==> src/rtl/ccd_tg_pkg.sv <==
package ccd_tg_pkg;
  typedef enum logic [1:0] {
    RES_4800 = 2'd0,
    RES_2400 = 2'd1,
    RES_1200 = 2'd2,
    RES_600  = 2'd3
  } res_mode_e;

  typedef enum logic [1:0] {
    TAG_IDLE    = 2'd0,
    TAG_DARK    = 2'd1,
    TAG_INVALID = 2'd2,
    TAG_ACTIVE  = 2'd3
  } pix_tag_e;

  typedef enum logic [1:0] {
    SEG_DARK, SEG_LEAD, SEG_BODY, SEG_TRAIL
  } seg_e;

  typedef enum logic [2:0] {
    PH_LATCH, PH_SETUP, PH_XFER, PH_SETTLE, PH_RELEASE, PH_READ
  } period_e;
endpackage

==> src/rtl/ccd_shift_gen.sv <==
module ccd_shift_gen #(
  parameter int HALF_CYC = 5
) (
  input  logic clk,
  input  logic rst_n,
  input  logic run,
  output logic phi_a,
  output logic tick
);
  localparam int CW = (HALF_CYC > 1) ? $clog2(HALF_CYC) : 1;
  localparam logic [CW-1:0] LAST = CW'(HALF_CYC - 1);

  logic [CW-1:0] cnt_q;

  always_ff @(posedge clk or negedge rst_n) begin
    if (!rst_n) begin
      cnt_q <= '0;
      phi_a <= 1'b1;
    end else if (!run) begin
      cnt_q <= '0;
      phi_a <= 1'b1;
    end else if (cnt_q == LAST) begin
      cnt_q <= '0;
      phi_a <= ~phi_a;
    end else begin
      cnt_q <= cnt_q + 1'b1;
    end
  end

  // a shift cycle completes when the low half ends
  assign tick = run && (cnt_q == LAST) && !phi_a;

  AST_PHASE_PARKED: assert property (@(posedge clk) disable iff (!rst_n)
    !run |=> phi_a);
endmodule

==> src/rtl/ccd_period_seq.sv <==
module ccd_period_seq
  import ccd_tg_pkg::*;
#(
  parameter int SETUP_CYC  = 100,
  parameter int XFER_CYC   = 1500,
  parameter int SETTLE_CYC = 700,
  parameter int REL_SHIFTS = 5
) (
  input  logic      clk,
  input  logic      rst_n,
  input  logic [1:0] mode_in,
  input  logic      tick,
  input  logic      read_done,
  output res_mode_e mode_q,
  output logic      even_q,
  output logic      xfer,
  output logic      hold,
  output logic      run,
  output logic      reading
);
  localparam int M_A  = (SETUP_CYC > XFER_CYC) ? SETUP_CYC : XFER_CYC;
  localparam int M_B  = (SETTLE_CYC > REL_SHIFTS) ? SETTLE_CYC : REL_SHIFTS;
  localparam int MAXT = (M_A > M_B) ? M_A : M_B;
  localparam int CW   = $clog2(MAXT + 1);

  period_e       period_q;
  logic [CW-1:0] cnt_q;
  res_mode_e     mode_next;

  function automatic logic at_end(input logic [CW-1:0] c, input int lim);
    return c == CW'(lim - 1);
  endfunction

  assign mode_next = res_mode_e'(mode_in);

  always_ff @(posedge clk or negedge rst_n) begin
    if (!rst_n) begin
      period_q <= PH_LATCH;
      cnt_q    <= '0;
      mode_q   <= RES_600;
      even_q   <= 1'b0;
    end else begin
      case (period_q)
        PH_LATCH: begin
          mode_q   <= mode_next;
          even_q   <= (mode_next == RES_4800 && mode_q == RES_4800) ? ~even_q : 1'b0;
          cnt_q    <= '0;
          period_q <= PH_SETUP;
        end
        PH_SETUP:
          if (at_end(cnt_q, SETUP_CYC)) begin
            cnt_q <= '0; period_q <= PH_XFER;
          end else cnt_q <= cnt_q + 1'b1;
        PH_XFER:
          if (at_end(cnt_q, XFER_CYC)) begin
            cnt_q <= '0; period_q <= PH_SETTLE;
          end else cnt_q <= cnt_q + 1'b1;
        PH_SETTLE:
          if (at_end(cnt_q, SETTLE_CYC)) begin
            cnt_q <= '0; period_q <= PH_RELEASE;
          end else cnt_q <= cnt_q + 1'b1;
        PH_RELEASE:
          if (tick) begin
            if (at_end(cnt_q, REL_SHIFTS)) begin
              cnt_q <= '0; period_q <= PH_READ;
            end else cnt_q <= cnt_q + 1'b1;
          end
        PH_READ:
          if (read_done) period_q <= PH_LATCH;
        default: period_q <= PH_LATCH;
      endcase
    end
  end

  assign xfer    = (period_q == PH_XFER);
  assign reading = (period_q == PH_READ);
  assign hold    = !reading;
  assign run     = (period_q == PH_RELEASE) || reading;

  // checker: width of the transfer pulse
  logic [CW-1:0] xrun_q;
  always_ff @(posedge clk or negedge rst_n) begin
    if (!rst_n) xrun_q <= '0;
    else        xrun_q <= xfer ? xrun_q + 1'b1 : '0;
  end

  AST_XFER_WIDTH: assert property (@(posedge clk) disable iff (!rst_n)
    $fell(xfer) |-> xrun_q == CW'(XFER_CYC));
  AST_MODE_HELD: assert property (@(posedge clk) disable iff (!rst_n)
    (period_q != PH_LATCH) |=> $stable(mode_q));
  AST_HALF_HELD: assert property (@(posedge clk) disable iff (!rst_n)
    (period_q != PH_LATCH) |=> $stable(even_q));
endmodule

==> src/rtl/ccd_pixel_seg.sv <==
module ccd_pixel_seg
  import ccd_tg_pkg::*;
#(
  parameter int OB_PIX    = 96,
  parameter int LEAD_PIX  = 8,
  parameter int ACT_PIX   = 21360,
  parameter int TRAIL_PIX = 4
) (
  input  logic      clk,
  input  logic      rst_n,
  input  logic      active,
  input  res_mode_e mode,
  input  logic      tick,
  output logic      done,
  output logic      strobe_q,
  output pix_tag_e  tag_q,
  output logic      ls_q
);
  localparam int M_A  = (OB_PIX > LEAD_PIX) ? OB_PIX : LEAD_PIX;
  localparam int M_B  = (ACT_PIX > TRAIL_PIX) ? ACT_PIX : TRAIL_PIX;
  localparam int MAXP = (M_A > M_B) ? M_A : M_B;
  localparam int PW   = $clog2(MAXP + 1);

  seg_e          seg_q;
  logic [PW-1:0] pcnt_q;
  logic          sub_q;
  logic [1:0]    sh;
  logic [PW-1:0] seg_len;
  pix_tag_e      seg_tag;
  logic          pix_end, last_in_seg;

  always_comb begin
    case (mode)
      RES_1200: sh = 2'd1;
      RES_600:  sh = 2'd2;
      default:  sh = 2'd0;
    endcase
  end

  always_comb begin
    case (seg_q)
      SEG_DARK:  begin seg_len = PW'(OB_PIX)    >> sh; seg_tag = TAG_DARK;    end
      SEG_LEAD:  begin seg_len = PW'(LEAD_PIX)  >> sh; seg_tag = TAG_INVALID; end
      SEG_BODY:  begin seg_len = PW'(ACT_PIX)   >> sh; seg_tag = TAG_ACTIVE;  end
      default:   begin seg_len = PW'(TRAIL_PIX) >> sh; seg_tag = TAG_INVALID; end
    endcase
  end

  // at 600 dpi two shift cycles merge into one pixel
  assign pix_end     = active && tick && ((mode != RES_600) || sub_q);
  assign last_in_seg = (pcnt_q == seg_len - 1'b1);
  assign done        = pix_end && last_in_seg && (seg_q == SEG_TRAIL);

  always_ff @(posedge clk or negedge rst_n) begin
    if (!rst_n) begin
      seg_q    <= SEG_DARK;
      pcnt_q   <= '0;
      sub_q    <= 1'b0;
      strobe_q <= 1'b0;
      tag_q    <= TAG_IDLE;
      ls_q     <= 1'b0;
    end else begin
      strobe_q <= pix_end;
      tag_q    <= pix_end ? seg_tag : TAG_IDLE;
      ls_q     <= pix_end && (seg_q == SEG_DARK) && (pcnt_q == '0);
      if (!active) begin
        seg_q  <= SEG_DARK;
        pcnt_q <= '0;
        sub_q  <= 1'b0;
      end else if (tick) begin
        if (mode == RES_600) sub_q <= ~sub_q;
        if (pix_end) begin
          if (last_in_seg) begin
            pcnt_q <= '0;
            seg_q  <= (seg_q == SEG_TRAIL) ? SEG_DARK : seg_e'(seg_q + 2'd1);
          end else begin
            pcnt_q <= pcnt_q + 1'b1;
          end
        end
      end
    end
  end

  AST_LINE_START_DARK: assert property (@(posedge clk) disable iff (!rst_n)
    ls_q |-> (strobe_q && tag_q == TAG_DARK));
  AST_TAG_IDLE_GAP: assert property (@(posedge clk) disable iff (!rst_n)
    !strobe_q |-> (tag_q == TAG_IDLE));
endmodule

==> src/rtl/ccd_line_timer.sv <==
module ccd_line_timer
  import ccd_tg_pkg::*;
#(
  parameter int CLK_PERIOD_NS = 10,
  parameter int SHIFT_NS      = 100,
  parameter int SETUP_NS      = 1000,
  parameter int XFER_NS       = 15000,
  parameter int SETTLE_NS     = 7000,
  parameter int RELEASE_NS    = 500,
  parameter int OB_PIX        = 96,
  parameter int LEAD_PIX      = 8,
  parameter int ACT_PIX       = 21360,
  parameter int TRAIL_PIX     = 4
) (
  input  logic       clk,
  input  logic       rst_n,
  input  logic [1:0] res_mode,
  output logic       xfer_gate,
  output logic       phi1,
  output logic       phi2,
  output logic       reset_gate,
  output logic       clamp,
  output logic [2:0] res_sel,
  output logic       pix_strobe,
  output logic [1:0] pix_tag,
  output logic       line_start
);
  localparam int HALF_CYC   = SHIFT_NS / (2 * CLK_PERIOD_NS);
  localparam int SETUP_CYC  = (SETUP_NS  + CLK_PERIOD_NS - 1) / CLK_PERIOD_NS;
  localparam int XFER_CYC   = (XFER_NS   + CLK_PERIOD_NS - 1) / CLK_PERIOD_NS;
  localparam int SETTLE_CYC = (SETTLE_NS + CLK_PERIOD_NS - 1) / CLK_PERIOD_NS;
  localparam int REL_SHIFTS = (RELEASE_NS + SHIFT_NS - 1) / SHIFT_NS;

  res_mode_e mode_q;
  logic      even_q, hold, run, reading, tick, done, strobe, ls;
  pix_tag_e  tag;

  ccd_shift_gen #(.HALF_CYC(HALF_CYC)) u_shift (
    .clk(clk), .rst_n(rst_n), .run(run), .phi_a(phi1), .tick(tick)
  );

  ccd_period_seq #(
    .SETUP_CYC(SETUP_CYC), .XFER_CYC(XFER_CYC),
    .SETTLE_CYC(SETTLE_CYC), .REL_SHIFTS(REL_SHIFTS)
  ) u_seq (
    .clk(clk), .rst_n(rst_n), .mode_in(res_mode), .tick(tick),
    .read_done(done), .mode_q(mode_q), .even_q(even_q), .xfer(xfer_gate),
    .hold(hold), .run(run), .reading(reading)
  );

  ccd_pixel_seg #(
    .OB_PIX(OB_PIX), .LEAD_PIX(LEAD_PIX), .ACT_PIX(ACT_PIX), .TRAIL_PIX(TRAIL_PIX)
  ) u_seg (
    .clk(clk), .rst_n(rst_n), .active(reading), .mode(mode_q), .tick(tick),
    .done(done), .strobe_q(strobe), .tag_q(tag), .ls_q(ls)
  );

  always_comb begin
    case (mode_q)
      RES_4800: res_sel = {even_q, 2'b11};
      RES_2400: res_sel = 3'b010;
      default:  res_sel = 3'b000;
    endcase
  end

  assign phi2       = ~phi1;
  assign reset_gate = hold | strobe;
  assign clamp      = hold | strobe;
  assign pix_strobe = strobe;
  assign pix_tag    = tag;
  assign line_start = ls;

  AST_XFER_FROZEN: assert property (@(posedge clk) disable iff (!rst_n)
    xfer_gate |-> (phi1 && reset_gate && clamp));
  AST_SEL_STEADY: assert property (@(posedge clk) disable iff (!rst_n)
    xfer_gate |-> $stable(res_sel));
  AST_STROBE_SINGLE: assert property (@(posedge clk) disable iff (!rst_n)
    pix_strobe |=> !pix_strobe);
endmodule

==> config.mk <==
export PLATFORM = sky130hd
export DESIGN_NAME = ccd_line_timer
export DESIGN_NICKNAME = d
export VERILOG_FILES = /design/src/rtl/ccd_tg_pkg.sv /design/src/rtl/ccd_shift_gen.sv /design/src/rtl/ccd_period_seq.sv /design/src/rtl/ccd_pixel_seg.sv /design/src/rtl/ccd_line_timer.sv
export SDC_FILE = /design/constraint.sdc
export NUM_CORES = 1
export LEC_CHECK = 0
export CAP_MARGIN = 15
export CORE_MARGIN = 1.5
export CORE_UTILIZATION = 35
export CTS_BUF_LIST = sky130_fd_sc_hd__clkbuf_8
export DETAILED_ROUTE_END_ITERATION = 6
export PLACE_DENSITY = 0.59
export SLEW_MARGIN = 20
export SYNTH_ARGS = -nofsm -noshare
export SYNTH_HDL_FRONTEND = slang
export SYNTH_HIERARCHICAL = 1
export SYNTH_SLANG_ARGS = --single-unit
export TNS_END_PERCENT = 1
==> constraint.sdc <==
create_clock -name clk -period 3.4 [get_ports clk]
set_input_delay 0.34 -clock clk [delete_from_list [all_inputs] [get_ports clk]]
set_output_delay 0.34 -clock clk [all_outputs]
set_load 0.01 [all_outputs]
# --- After elaboration in Yosys (flattened, before gate mapping) ---
# Index checks and enable logic that the tools add are counted.
classes:
  bitwise: 4
  n_mux: 35
  n_shift: 4
  n_reduce_logical: 24
  eq_ne: 29
  add_sub_neg: 5
ops:
  columns: ["op", "n"]
  rows:
  - ["2-to-1 mux 15 bit", 4]
  - ["2-to-1 mux 11 bit", 5]
  - ["one-hot mux 11 bit (5 select lines)", 1]
  - ["one-hot mux 15 bit (3 select lines)", 1]
  - ["2-to-1 mux 3 bit", 8]
  - ["one-hot mux 3 bit (6 select lines)", 1]
  - ["adder 15 x 1 -> 15 bit, second input constant", 1]
  - ["equality test 15 bit", 1]
  - ["logical NOT 15 bit", 1]
  - ["right shift 15 x 2 -> 15 bit, first input constant", 1]
  - ["right shift 3 x 2 -> 15 bit, first input constant", 1]
  - ["right shift 4 x 2 -> 15 bit, first input constant", 1]
  - ["right shift 7 x 2 -> 15 bit, first input constant", 1]
  - ["subtractor 15 x 1 -> 15 bit, second input constant", 1]
  - ["!= test 2 bit, second input constant", 7]
  - ["2-to-1 mux 2 bit", 6]
  - ["adder 11 x 1 -> 11 bit, second input constant", 1]
  - ["equality test 11 x 10 -> 1 bit, second input constant", 1]
  - ["equality test 11 bit, second input constant", 1]
  - ["equality test 11 x 3 -> 1 bit, second input constant", 1]
  - ["equality test 11 x 7 -> 1 bit, second input constant", 1]
  - ["!= test 2 x 1 -> 1 bit, second input constant", 5]
  - ["equality test 3 bit, second input constant", 3]
  - ["logical AND 1 bit", 9]
  - ["19 further kinds", 38]
totals:
  wordCells: 113
  reg_bits: 43

# --- Longest topological paths before layout ---
# Gate-level depths: netlist of run 1.
logic_depth:
  depth_word: 10
  mapped_depth: 14
  mapped_depth_nobuf: 14

# --- Cells and area by module ---
# The synthesis of run 1 kept the hierarchy.
by_module_without_submodules:
  columns: ["mod", "seq_area_each_um2", "cells_each", "area_per_inst_um2", "instances"]
  rows:
  - ["ccd_pixel_seg", 550.5, 214, 1818.0, 1]
  - ["ccd_period_seq", 427.9, 134, 1151.1, 1]
  - ["ccd_shift_gen", 101.3, 18, 214.0, 1]
  - ["ccd_line_timer", 0.0, 6, 37.5, 1]

# --- Worst setup path before layout of run 1 ---
# OpenSTA, ideal clock, no wires.
synth_timing:
  kind: "register to register"
  startpoint: "register u_seq.mode_q[0]"
  endpoint: "register u_seq.period_q[0]"
  synth_period_minus_slack_ns: 3.189
  stages_incl_launch_ff: 13
  t_required_ns: 3.274
  setup_time_ns: 0.126
  arrival_ns: 3.063
  path_slack_ns: 0.211
  cell_sequence: "dfstp_2 -> buf_2 -> mux2_2 -> nand2_1 -> ha_1 -> inv_1 -> o32ai_1 -> mux2i_1 -> xnor2_1 -> nor4_4 -> and4_1 -> o21ai_0 -> o32a_1"
synth_via:
  elab_chain_cells: 10
  word_cells_on_any_way: 17
  classes_between: "add/sub: 1; eq/ne: 5; shift: 4; mux: 2; reduce/logical: 5"
synth_rtl:
  columns: ["item", "line", "source"]
  rows:
  - ["from (decl)", "ccd_period_seq.sv:14", "output res_mode_e mode_q,"]
  - ["from (signal assigned)", "ccd_period_seq.sv:45", "mode_q <= mode_next;"]
  - ["equality test 2 bit", "ccd_pixel_seg.sv:33", "case (mode)"]
  - ["one-hot mux 2 bit (2 select lines)", "ccd_pixel_seg.sv:33", null]
  - ["right shift 3 x 2 -> 15 bit, or another cell as far along", "ccd_pixel_seg.sv:45", "default: begin seg_len = PW'(TRAIL_PIX) >> sh; seg_tag = TAG_INVALID; end"]
  - ["one-hot mux 15 bit (3 select lines)", "ccd_pixel_seg.sv:41", "case (seg_q)"]
  - ["subtractor 15 x 1 -> 15 bit", "ccd_pixel_seg.sv:51", "assign last_in_seg = (pcnt_q == seg_len - 1'b1);"]
  - ["equality test 15 bit", "ccd_pixel_seg.sv:51", null]
  - ["logical AND 1 bit * (2 in a row)", "ccd_pixel_seg.sv:52", "assign done = pix_end && last_in_seg && (seg_q == SEG_TRAIL);"]
  - ["net done", "ccd_line_timer.sv:35", "logic even_q, hold, run, reading, tick, done, strobe, ls;"]
  - ["!= test 2 bit (no source line) *", null, null]
  - ["AND reduction 6 bit (no source line) *", null, null]
  - ["to (signal assigned)", "ccd_period_seq.sv:65", "cnt_q <= '0; period_q <= PH_READ;"]
  - ["to (signal assigned)", "ccd_period_seq.sv:69", "if (read_done) period_q <= PH_LATCH;"]
  - ["to (signal assigned)", "ccd_period_seq.sv:70", "default: period_q <= PH_LATCH;"]
  - ["to (decl)", "ccd_period_seq.sv:26", "period_e period_q;"]
# Mark *: on every way through the listed nets, which the timed path passes. The rest lies on a longest branch.
# A chain may end at the register's enable or synchronous reset.

# --- Final worst setup path of run 1 ---
layout_timing:
  startpoint: "register u_seg.seg_q[1]"
  endpoint: "register u_seq.period_q[0]"
layout_via:
  elab_chain_cells: 8
  word_cells_on_any_way: 11
  classes_between: "add/sub: 1; eq/ne: 5; mux: 1; reduce/logical: 4"
layout_rtl:
  columns: ["item", "line", "source"]
  rows:
  - ["from (decl)", "ccd_pixel_seg.sv:24", "seg_e seg_q;"]
  - ["from (signal assigned)", "ccd_pixel_seg.sv:75", "seg_q <= (seg_q == SEG_TRAIL) ? SEG_DARK : seg_e'(seg_q + 2'd1);"]
  - ["equality test 2 bit, or another cell as far along", "ccd_pixel_seg.sv:41", null]
  - ["one-hot mux 15 bit (3 select lines)", "ccd_pixel_seg.sv:41", null]
  - ["subtractor 15 x 1 -> 15 bit", "ccd_pixel_seg.sv:51", null]
  - ["equality test 15 bit", "ccd_pixel_seg.sv:51", null]
  - ["logical AND 1 bit", "ccd_pixel_seg.sv:52", null]
  - ["logical AND 1 bit *", "ccd_pixel_seg.sv:52", null]
  - ["net done", "ccd_line_timer.sv:35", null]
  - ["!= test 2 bit (no source line) *", null, null]
  - ["AND reduction 6 bit (no source line) *", null, null]
# Marked as above.

==> results of run 1 <==
## cell usage in the layout (no fill, tap or decap), drive strengths merged, types with 7 or more instances in the layout
cell           Yosys  final
xor2              13     13
o21ai             16     16
nor3              16     16
buf               13     12
nor4               8      8
inv               21     22
nor2b              9      9
nor3b              7      7
nand2             41     41
ha                12     12
o211ai             7      7
clkdlybuf4s50      0     14
a21oi             10     10
xnor2             11     11
nand3             14     14
nor2              29     29
dfrtp             40     40
## synth_stat cells, types with 6 or more instances
cell / number
sky130_fd_sc_hd__mux2i_1: 6
sky130_fd_sc_hd__inv_1: 20
sky130_fd_sc_hd__clkbuf_1: 9
sky130_fd_sc_hd__nand4_1: 6
sky130_fd_sc_hd__ha_1: 12
sky130_fd_sc_hd__nor2b_1: 9
sky130_fd_sc_hd__nand3_1: 14
sky130_fd_sc_hd__o211ai_1: 7
sky130_fd_sc_hd__o21ai_0: 11
sky130_fd_sc_hd__buf_2: 7
sky130_fd_sc_hd__a21oi_1: 10
sky130_fd_sc_hd__nor2_1: 28
sky130_fd_sc_hd__xnor2_1: 11
sky130_fd_sc_hd__xor2_1: 13
sky130_fd_sc_hd__nor3_1: 16
sky130_fd_sc_hd__nand2_1: 41
sky130_fd_sc_hd__dfrtp_1: 40
## repair_timing
action / CTS / global route
setup endpoints to repair: 0 / 14
setup buffers: 0 / 1
gates resized for setup: 0 / 5
## flip-flops by register name (all words and copies together), names as in the netlist
signal and count:
u_seg/pcnt_q 15, u_seq/cnt_q 11, u_seq/period_q 3, u_shift/cnt_q 3
u_seg/seg_q 2, u_seg/tag_q 2, u_seq/mode_q 2, u_seg/ls_q 1
u_seg/strobe_q 1, u_seg/sub_q 1, u_seq/even_q 1, u_shift/phi_a 1
## layer usage
metal / vias up / wire [microns] / global-route usage
met2: 67 / 3520 / 0.2637
met3: 10 / 268 / 0.01915
met4: 0 / 107 / 0.06154
met5: - / 0 / 0
met1: 1309 / 3608 / 0.2288
li1: 1340 / - / -
## cells by family after synthesis
family | count (synthesis)
and+or+nand+nor | 166
AOI/OAI and AO/OA | 72
buffers and inverters | 44
DFF | 43
xor gates and xnor gates | 24
adders and majority gates | 12
muxes | 11
## stage by stage
| step | setup slack, ns | instances | hold WS [ns] |
|---|---|---|---|
| after floorplan | 0.2111 | 372 | 0.04441 |
| after global placement | 0.2795 | 482 | 0.4596 |
| after detailed placement | 0.1057 | 482 | 0.4628 |
| after CTS | 0.08219 | 490 | 0.2312 |
| after global routing | 0.02724 | 491 | 0.06377 |
| final | 0.2096 | 491 | 0.03630 |
## worst max-delay path, delay by kind of cell, from the launching register on
kind                     cells  cell delay, ns
AO/OA/AOI/OAI                3            0.70
XOR/XNOR                     1            0.15
adder cells (fa/ha/maj)      2            0.51
buffers and inverters        1            0.08
flip-flops                   1            0.43
multiplexers                 2            0.59
AND/OR/NAND/NOR              3            0.62
## how the worst max path moves through the flow
stage / cells past startpoint / start / endpoint
after detailed placement: 13 / u_seg/seg_q[1]$_DFFE_PN0P_ / u_seq/period_q[0]$_DFFE_PN0P_
after CTS: 13 / u_seg/seg_q[1]$_DFFE_PN0P_ / u_seq/period_q[0]$_DFFE_PN0P_
after floorplan: 12 / u_seq/mode_q[0]$_DFFE_PN1P_ / u_seq/period_q[0]$_DFFE_PN0P_
final: 12 / u_seg/seg_q[1]$_DFFE_PN0P_ / u_seq/period_q[0]$_DFFE_PN0P_
after global routing: 12 / u_seg/seg_q[1]$_DFFE_PN0P_ / u_seq/period_q[0]$_DFFE_PN0P_
after global placement: 13 / u_seg/seg_q[1]$_DFFE_PN0P_ / u_seq/period_q[0]$_DFFE_PN0P_
## area by class of cell
cell class                      instances  area share
Tap cell                              108     0.03792
Multi-Input combinational cell        285      0.5467
Clock buffer                            6     0.02317
Clock inverter                          2    0.002458
Sequential cell                        43      0.3030
Inverter                               21     0.02212
Timing Repair Buffer                   26     0.06461
## power by group
part | total (mW) | internal [mW] | switching (mW)
combinational | 0.0451 | 0.0169 | 0.0282
clock | 0.338 | 0.161 | 0.177
sequential | 0.515 | 0.513 | 0.00188
==> flow_summary.toml, run 1 <==
[power]
peakVddDrop_mv = 0.1472
power_leakage_nw = 1.474
p_total_uw = 898.0
powerDensity_mw_per_mm2 = 252.0

[clocking]
cts-root-buf = "sky130_fd_sc_hd__clkbuf_8"
clk-insertion-delay-late_ns = 0.29
numCtsBuffers = 5
cts_tree = "done"
cts.sinks = 43
clkSlewWorstSetupHoldPaths_ns = 0.08
htree_num_levels = 2
cts_max_path_buffers = 2
postCtsHoldBufs = 0

[timing]
maxClockFrequency_ghz = 0.3134
worst_slew_margin_rel = 0.3917
drv_slew = 0
unrepaired_setup_endpoints_after_global_routing = "false"
hold_violations = 0
clock_skews_ns = 0.003825
fin_setup_tns_ns = 0
timing.final.crit_period_ns = 3.190
setup_violations = 0
layout_worst_path_cycle_share = 0.9383
worstMarginPinSlew_ns = 0.9070

[setup_path]
critPathCaptureType = "flip-flop"
arrival_ns = 3.37
data_required_time_of_the_critical_path_ns = 3.58
r2r_setup_slack_ns = 0.21
worst-setup-path-type = "reg -> reg"
timing.critical_path.slowest_cell_delay_ns = 0.43
reg2reg_from = "u_seg/seg_q[1]$_DFFE_PN0P_"
timing.critical_path.cells = "ha_1, mux2_2, nand2_1, ha_2, inv_1, o32ai_2, mux2i_1, xnor2_1, nor4_4, and4_4, o21ai_0, o32a_1"
startpoint_type = "flip-flop"
critPathMaxFanout = 7
worst_r2r_endpoint = "u_seq/period_q[0]$_DFFE_PN0P_"
rr_worst_depth = 12
crit_path_max_delay_cell_type = "sky130_fd_sc_hd__dfrtp_1"

[die]
die-height_microns = 98.93
core_area_sq_mm = 0.008806
initial_core_util = 0.3657
dieArea_sq_mm = 0.009786
die_width_microns = 98.93
row_count = 34
i_o_pins = 16

[route]
route.vias.total = 2726
number_of_remaining_drc_errors = 3
detail-route-antenna-nets = 0
routed_wl_microns = 7505
length_of_the_first_detailed_routing_pass_in_iterations = 6
vias_per_cell = 5.552
wl_per_cell_microns = 15.29
initialDrtViolationCount = 133

[synth]
yosysTopAreaCell = "sky130_fd_sc_hd__dfrtp_1"
postSynthRegisterBits = 43
async_reset_ff_frac = 1.000
netlist_top_cells_area = "sky130_fd_sc_hd__dfrtp_1 31%, sky130_fd_sc_hd__nand2_1 4.8%, sky130_fd_sc_hd__ha_1 4.7%, sky130_fd_sc_hd__xor2_1 3.5%, sky130_fd_sc_hd__nor2_1 3.3%"
ys.flop_type = "sky130_fd_sc_hd__dfrtp_1"
synth-edff-count = 0
synth_compound_area_frac = 0.1597
synth_top_family_by_area = "simple AND/OR/NAND/NOR gates"
mux_cell_area_share_after_synthesis = 0.03613
yosys.cell_types.count = 71
post_synth_and_or_nand_nor_area_fraction = 0.2922
synthesized_net_count = 388
synth_top_area_frac = 0.3108
syn_inst = 372
netlist_area_pre_place_sq_mm = 0.003221
ys.warnings.count = 6
avgSynthCellArea_sq_um = 8.657
synthAdderAreaFrac = 0.04662
ys_seq_area_frac = 0.3353
post_synth_xor_area_fraction = 0.06527

[cells_and_area]
multi_input_comb_area_sq_mm = 0.001948
seqCellArea_sq_mm = 0.001080
antenna-diode-count = 0
share_of_post_route_cells_with_drive_strength_above_1 = 0.1540
layout_overhead_on_the_synthesized_area_pct = 10.64
fill_cells = 898
postLayoutCoreUtil = 0.4047
final_design_area_no_fill_sq_mm = 0.003563
final_net_count = 398

[placement]
buffer_ports.inserted = 15
gp_congestion = 0.8880
dp_hpwl_microns = 5511
placed_cell_area_sq_mm = 0.003446

[global_route]
grt_antenna_before_repair = 0
overflow = 0
groute.usage.overall = 0.1647
pin_count_of_the_biggest_net_entering_global_routing = 44
vias_in_the_first_global_route = 2687
grt_first_pass_wirelength_microns = 13250

[hold_path]
holdCritPathClass = "in -> async"

[run_status]
outcome = "complete, but fails checks"
violations_in_the_final_reports = "design-rule violations"

[run]
cap_viol_max_count = 0
Power figures use the tool's default switching activity.
==> inputs of run 2 (changes only) <==
--- a/config.mk
+++ b/config.mk
@@ -10,7 +10,7 @@
 export CORE_UTILIZATION = 35
 export CTS_BUF_LIST = sky130_fd_sc_hd__clkbuf_8
 export DETAILED_ROUTE_END_ITERATION = 6
-export PLACE_DENSITY = 0.59
+export PLACE_DENSITY = 0.57
 export SLEW_MARGIN = 20
 export SYNTH_ARGS = -nofsm -noshare
 export SYNTH_HDL_FRONTEND = slang
==> constraint.sdc (replaced) <==
create_clock -name clk -period 3.7 [get_ports clk]
set_input_delay 0.37 -clock clk [delete_from_list [all_inputs] [get_ports clk]]
set_output_delay 0.37 -clock clk [all_outputs]
set_load 0.01 [all_outputs]
==> run 2 against run 1 <==
  * Clock power decreased by 11%
  * Critical path depth increased by 1
  * Sequential power shrank 8.2%
  * The flow still finishes with violations (design-rule violations)
  * Count of clock-buffer cells in the layout fell by 1
  * Non-clock buffer count shrank 5
  * Largest cell class unchanged
  * Highest routed layer unchanged
  * Combinational power shrank 8.6%
  * Global-route usage increased by 0.30 points
  * Setup slack improved by 0.091 ns
  * Via count down 1.6%
  * Power fell by 9.3%
  * First-iteration DRC count shrank 14%
==> flow_summary.toml, run 2 (same netlist as run 1, synthesis figures left out) <==
[clocking]
clkSlewWorstSetupHoldPaths_ns = 0.09
htree_num_levels = 2
numCtsBuffers = 5
postCtsHoldBufs = 0
post_cts.resized_instances = 0
cts-root-buf = "sky130_fd_sc_hd__clkbuf_8"
clk-insertion-delay-late_ns = 0.30
cts.sinks = 43
cts_max_path_buffers = 2
cts_tree = "done"
post_cts_buffers = 0

[cells_and_area]
post_layout_nonfiller_instances = 486
largest_reg_flops = 15
regs_by_ff_count = "u_seg/pcnt_q: 15 flops, u_seq/cnt_q: 11 flops"
most-common-layout-cells = "41 x sky130_fd_sc_hd__nand2_1, 40 x sky130_fd_sc_hd__dfrtp_1, 28 x sky130_fd_sc_hd__nor2_1"
layout_overhead_on_the_synthesized_area_pct = 8.858
antenna-diode-count = 0
final_net_count = 393
share_of_post_route_cells_with_drive_strength_above_1 = 0.1349
largest_register = "u_seg/pcnt_q"
final_design_area_no_fill_sq_mm = 0.003506
fill_cells = 883
mostFrequentLayoutCell = "sky130_fd_sc_hd__nand2_1"
postLayoutCoreUtil = 0.3981

[timing]
timing.final.crit_period_ns = 3.400
maxClockFrequency_ghz = 0.2942
layout_worst_path_cycle_share = 0.9188
final_critical_path_setup_slack_ns = 0.3004
unrepaired_setup_endpoints_after_global_routing = "false"
clock_skews_ns = 0.008412
drv_slew = 0
fin_setup_tns_ns = 0
setup_violations = 0
worst_slew_margin_rel = 0.3661
hold_violations = 0
worstMarginPinSlew_ns = 0.9451

[route]
routed.top_layer = "met4"
number_of_remaining_drc_errors = 2
routed_wl_microns = 7618
detail-route-antenna-nets = 0
length_of_the_first_detailed_routing_pass_in_iterations = 6
vias_per_cell = 5.519
route.vias.total = 2682
initialDrtViolationCount = 114
met3_length_microns = 266
detail_route.wirelength.met1_microns = 3697
route.met2.wl_microns = 3571
wl_per_cell_microns = 15.67

[setup_path]
arrival_ns = 3.58
critPathCaptureType = "flip-flop"
worst_r2r_endpoint = "u_seq/period_q[0]$_DFFE_PN0P_"
data_required_time_of_the_critical_path_ns = 3.88
worst-setup-path-type = "reg -> reg"
rr_worst_depth = 13
reg2reg_from = "u_seg/seg_q[1]$_DFFE_PN0P_"
timing.critical_path.cells = "inv_1, ha_1, mux2_2, nand2_1, ha_1, inv_1, o32ai_1, mux2i_1, xnor2_1, nor4_4, and4_1, o21ai_0, o32a_1"
timing.critical_path.slowest_cell_delay_ns = 0.42
crit_path_max_delay_cell_type = "sky130_fd_sc_hd__dfrtp_1"
startpoint_type = "flip-flop"
critPathMaxFanout = 7
r2r_setup_slack_ns = 0.30

[die]
initial_core_util = 0.3657
dieArea_sq_mm = 0.009786
row_count = 34
die_width_microns = 98.93
i_o_pins = 16
core_area_sq_mm = 0.008806
die-height_microns = 98.93

[run_status]
outcome = "complete, but fails checks"
violations_in_the_final_reports = "design-rule violations"

[power]
powerDensity_mw_per_mm2 = 232.3
power_leakage_nw = 1.438
power_switching_share = 0.2429
power.combinational.fraction = 0.051
peakVddDrop_mv = 0.09503
switchingPower_uw = 197.9
share_of_power_burned_in_registers = 0.581
internal_power_uw = 616.6
power.share.clock = 0.368

[global_route]
grt_first_pass_wirelength_microns = 13290
grt_antenna_before_repair = 0
overflow = 0
pin_count_of_the_biggest_net_entering_global_routing = 44
vias_in_the_first_global_route = 2576
groute.usage.overall = 0.1677

[placement]
gp_congestion = 0.9306
buffer_ports.inserted = 15
dp_hpwl_microns = 5527
place_ws_ns = 0.2565
placed_cell_area_sq_mm = 0.003416
dpl.cell_count = 478

[run]
cap_viol_max_count = 0

[hold_path]
holdCritPathClass = "in -> async"
==> run 2: cell count changes in the layout (fill, tap and decap cells not counted) <==
cell	delta
sky130_fd_sc_hd__buf_4	-5
sky130_fd_sc_hd__a2111oi_0	+1
sky130_fd_sc_hd__a2111oi_1	-1
sky130_fd_sc_hd__and4_1	+1
sky130_fd_sc_hd__and4_4	-1
sky130_fd_sc_hd__clkbuf_8	-1
sky130_fd_sc_hd__clkinvlp_4	+1
sky130_fd_sc_hd__ha_1	+1
sky130_fd_sc_hd__ha_2	-1
sky130_fd_sc_hd__o32ai_1	+1
sky130_fd_sc_hd__o32ai_2	-1
==> run 2: worst max path at each step <==
stage	start	to	slack, ns	cells past startpoint
5_1_grt	u_seg/seg_q[1]$_DFFE_PN0P_	u_seq/period_q[0]$_DFFE_PN0P_	0.04	13
3_3_place_gp	u_seg/seg_q[1]$_DFFE_PN0P_	u_seq/period_q[0]$_DFFE_PN0P_	0.39	12
2_1_floorplan	u_seq/mode_q[0]$_DFFE_PN1P_	u_seq/period_q[0]$_DFFE_PN0P_	0.51	12
3_5_place_dp	u_seg/seg_q[0]$_DFFE_PN0P_	u_seq/period_q[0]$_DFFE_PN0P_	0.26	12
6_report	u_seg/seg_q[1]$_DFFE_PN0P_	u_seq/period_q[0]$_DFFE_PN0P_	0.30	13
4_1_cts	u_seg/seg_q[0]$_DFFE_PN0P_	u_seq/period_q[0]$_DFFE_PN0P_	0.25	12
==> run 2: stage by stage <==
| step | hold slack (ns) | power [mW] |
|---|---|---|
| floorplan | 0.07441 | 0.5042 |
| detailed placement | 0.4825 | 0.5243 |
| global placement | 0.4672 | 0.5241 |
| global route | 0.1039 | 0.8553 |
| finish | 0.04346 | 0.8145 |
| CTS | 0.2660 | 0.8370 |
==> run 2: final cells by class <==
class / instances / area (sq um) / share of cell area
clock inverter: 3 / 16.27 / 0.004640
timing repair buffer: 21 / 192.7 / 0.05496
multi-input combinational: 285 / 1934 / 0.5518
tap: 108 / 135.1 / 0.03854
sequential: 43 / 1080 / 0.3080
clock buffer: 5 / 68.82 / 0.01963
inverter: 21 / 78.83 / 0.02248
==> run 2: power groups by stage <==
stage / Clock (mW) / Sequential, mW / Combinational [mW]
after detailed placement: 0 / 0.483 / 0.0417
after CTS: 0.322 / 0.473 / 0.0419
final: 0.300 / 0.473 / 0.0412
after floorplan: 0 / 0.483 / 0.0214
after global routing: 0.334 / 0.474 / 0.0471
after global placement: 0 / 0.483 / 0.0415
==> run 2: critical path: cells and delay by family (launching register included) <==
family / cells / cell delay [ns]
AOI/OAI and AO/OA: 3 / 0.78
xor gates and xnor gates: 1 / 0.12
and+or+nand+nor: 3 / 0.74
adders and majority gates: 2 / 0.49
DFF: 1 / 0.42
muxes: 2 / 0.56
buffers and inverters: 2 / 0.17
==> run 2: routing by layer <==
| layer | global-route usage | up-vias |
|---|---|---|
| met1 | 0.2394 | 1287 |
| met5 | 0 | - |
| met3 | 0.01631 | 7 |
| li1 | - | 1331 |
| met2 | 0.2674 | 57 |
| met4 | 0.05385 | 0 |
==> inputs of run 3 (changes only) <==
--- a/config.mk
+++ b/config.mk
@@ -10,10 +10,10 @@
 export CORE_UTILIZATION = 35
 export CTS_BUF_LIST = sky130_fd_sc_hd__clkbuf_8
 export DETAILED_ROUTE_END_ITERATION = 6
+export HOLD_SLACK_MARGIN = 0.06
 export PLACE_DENSITY = 0.57
 export SLEW_MARGIN = 20
 export SYNTH_ARGS = -nofsm -noshare
 export SYNTH_HDL_FRONTEND = slang
-export SYNTH_HIERARCHICAL = 1
 export SYNTH_SLANG_ARGS = --single-unit
 export TNS_END_PERCENT = 1
==> run 3 against run 2 <==
  * The flow now finishes without violations
  * Design area is 3.2% lower
  * Hold slack better by 0.0033 ns
  * Cell count is 4.9% lower
  * Core utilization is 0.50 points lower
  * Clock skew is 0.0087 ns higher
  * Combinational power is 18% lower
  * Non-clock buffer count is 3 lower
  * Die area is 4.2% lower
  * Register-to-register slack better by 0.20 ns
  * Setup slack better by 0.20 ns
  * Sequential cell count stayed put
  * Maximum frequency is 6.3% higher
  * Critical endpoint is now u_seg.pcnt_q[3]$_DFFE_PN0P_
  * Largest power group unchanged
==> flow_summary.toml, run 3 <==
[timing]
final_critical_path_setup_slack_ns = 0.5011
layout_worst_path_cycle_share = 0.8646
setup_violations = 0
worst_slew_margin_rel = 0.5765
hold_violations = 0
timing.final.crit_period_ns = 3.199
fin_setup_tns_ns = 0
clock_skews_ns = 0.01708
maxClockFrequency_ghz = 0.3126
unrepaired_setup_endpoints_after_global_routing = "false"
drv_slew = 0
worstMarginPinSlew_ns = 0.6305
holdWs_ns = 0.04673

[clocking]
post_cts.resized_instances = 0
cts_tree = "done"
clk-insertion-delay-late_ns = 0.29
post_cts_buffers = 0
clkSlewWorstSetupHoldPaths_ns = 0.09
cts_max_path_buffers = 2
cts.sinks = 43
htree_num_levels = 2
postCtsHoldBufs = 0
numCtsBuffers = 5
cts-root-buf = "sky130_fd_sc_hd__clkbuf_8"

[cells_and_area]
layout_overhead_on_the_synthesized_area_pct = 10.20
share_of_post_route_cells_with_drive_strength_above_1 = 0.1073
post_layout_nonfiller_instances = 462
largest_register = "u_seg.pcnt_q"
fill_cells = 870
most-common-layout-cells = "40 x sky130_fd_sc_hd__dfrtp_1, 36 x sky130_fd_sc_hd__nor2_1, 30 x sky130_fd_sc_hd__nand2_1"
mostFrequentLayoutCell = "sky130_fd_sc_hd__dfrtp_1"
final_net_count = 369
regs_by_ff_count = "u_seg.pcnt_q: 15 flops, u_seq.cnt_q: 11 flops"
antenna-diode-count = 0
largest_reg_flops = 15

[die]
i_o_pins = 16
die_width_microns = 96.82
die-height_microns = 96.82
row_count = 34
initial_core_util = 0.3567
core_area_sq_mm = 0.008636
dieArea_sq_mm = 0.009373

[synth]
synth.most_common_cell = "sky130_fd_sc_hd__dfrtp_1"
avgSynthCellArea_sq_um = 8.852
netlist_area_pre_place_sq_mm = 0.003080
synthesized_net_count = 364
postSynthRegisterBits = 43
yosys.cell_types.count = 69
synth_top_area_frac = 0.3249
async_reset_ff_frac = 1.000
synth-edff-count = 0
netlist_top_cells_count = "40 x sky130_fd_sc_hd__dfrtp_1, 36 x sky130_fd_sc_hd__nor2_1, 30 x sky130_fd_sc_hd__nand2_1"
syn_inst = 348
ys.warnings.count = 0
netlist_top_cells_area = "sky130_fd_sc_hd__dfrtp_1 32%, sky130_fd_sc_hd__ha_1 4.9%, sky130_fd_sc_hd__xor2_1 4.8%, sky130_fd_sc_hd__nor2_1 4.4%, sky130_fd_sc_hd__xnor2_1 4.0%"
ys_seq_area_frac = 0.3505
ys.flop_type = "sky130_fd_sc_hd__dfrtp_1"
yosysTopAreaCell = "sky130_fd_sc_hd__dfrtp_1"

[global_route]
vias_in_the_first_global_route = 2407
groute.usage.overall = 0.1527
grt_antenna_before_repair = 0
overflow = 0
grt_first_pass_wirelength_microns = 11850
pin_count_of_the_biggest_net_entering_global_routing = 44

[setup_path]
data_required_time_of_the_critical_path_ns = 3.87
critPathCaptureType = "flip-flop"
reg2reg_from = "u_seq.mode_q[0]$_DFFE_PN1P_"
worst_setup_path_startpoint = "u_seq.mode_q[0]$_DFFE_PN1P_"
worst-setup-path-type = "reg -> reg"
startpoint_type = "flip-flop"
r2r_setup_slack_ns = 0.50
critPathMaxFanout = 17
arrival_ns = 3.37

[placement]
buffer_ports.inserted = 15
gp_congestion = 0.9647
place_ws_ns = 0.5262
dpl.cell_count = 454
dp_hpwl_microns = 5067

[route]
wl_per_cell_microns = 14.94
vias_per_cell = 5.379
number_of_remaining_drc_errors = 0
length_of_the_first_detailed_routing_pass_in_iterations = 4
route.vias.total = 2485
detail-route-antenna-nets = 0
initialDrtViolationCount = 81
routed_wl_microns = 6900

[run_status]
outcome = "finished, final reports clean"

[hold_path]
holdCritPathClass = "in -> async"

[run]
cap_viol_max_count = 0

[power]
peakVddDrop_mv = 0.1391
power_leakage_nw = 1.332
powerDensity_mw_per_mm2 = 278.3
-- run 3: worst max-delay path, stage by stage (launching register included) --
cell                        delay [ns]
sky130_fd_sc_hd__dfstp_2          0.75
sky130_fd_sc_hd__mux2_2           0.38
sky130_fd_sc_hd__nand2_1          0.07
sky130_fd_sc_hd__ha_1             0.26
sky130_fd_sc_hd__and2_1           0.22
sky130_fd_sc_hd__o211ai_1         0.12
sky130_fd_sc_hd__a31oi_1          0.21
sky130_fd_sc_hd__o2111ai_1        0.14
sky130_fd_sc_hd__a2111o_1         0.41
sky130_fd_sc_hd__nor3_4           0.18
sky130_fd_sc_hd__buf_4            0.27
sky130_fd_sc_hd__nor3_1           0.08
-- run 3: power breakdown --
| part | leakage (nW) | internal (mW) | switching [mW] | total (mW) |
|---|---|---|---|---|
| clock | 0.0695 | 0.267 | 0.165 | 0.432 |
| combinational | 0.687 | 0.0142 | 0.0197 | 0.0339 |
| sequential | 0.576 | 0.472 | 0.00686 | 0.479 |
-- run 3: per-layer routing --
layer / share of wire / vias to the layer above / global-route usage
li1: - / 1235 / -
met1: 0.46 / 1196 / 0.1933
met2: 0.49 / 42 / 0.2598
met3: 0.028 / 12 / 0.02746
met4: 0.019 / 0 / 0.05574
met5: 0 / - / 0
-- run 3: worst paths after layout --
kind,endpoint,cells past startpoint
worst max-delay path,u_seg.pcnt_q[3]$_DFFE_PN0P_,11
worst min register to register,u_seq.even_q$_DFFE_PN0P_,1
min in group clk,u_seq.even_q$_DFFE_PN0P_,1
max in group asynchronous,u_seq.cnt_q[9]$_DFFE_PN0P_,1
worst min-delay path,u_seg.pcnt_q[12]$_DFFE_PN0P_,1
worst max register to register,u_seg.pcnt_q[3]$_DFFE_PN0P_,11
-- run 3: area by class of cell --
type | instances | area [sq um] | area share
Sequential cell | 43 | 1080 | 0.3181
Timing Repair Buffer | 18 | 170.2 | 0.05013
Inverter | 20 | 75.07 | 0.02212
Clock buffer | 5 | 68.82 | 0.02027
Tap cell | 108 | 135.1 | 0.03981
Multi-Input combinational cell | 265 | 1802 | 0.5308
Clock inverter | 3 | 63.81 | 0.01880
-- run 3: stage by stage --
| step | total power, mW | area, sq um | util |
|---|---|---|---|
| 6_report | 0.9446 | 3395 | 0.3931 |
| 5_1_grt | 0.9833 | 3395 | 0.3931 |
| 4_1_cts | 0.9637 | 3392 | 0.3928 |
| 3_5_place_dp | 0.5224 | 3259 | 0.3774 |
| 3_3_place_gp | 0.5226 | 3259 | 0.3774 |
| 2_1_floorplan | 0.5059 | 3080 | - |
-- run 3: logic make-up (layout without fill, tap and decap cells) --
kind of cell	after synthesis	in the layout	synth area share
and+or+nand+nor	154	154	0.2774
AOI/OAI and AO/OA	58	58	0.1369
DFF	43	43	0.3505
buffers and inverters	40	46	0.06458
xor gates and xnor gates	31	31	0.08814
adders and majority gates	12	12	0.04874
muxes	10	10	0.03371
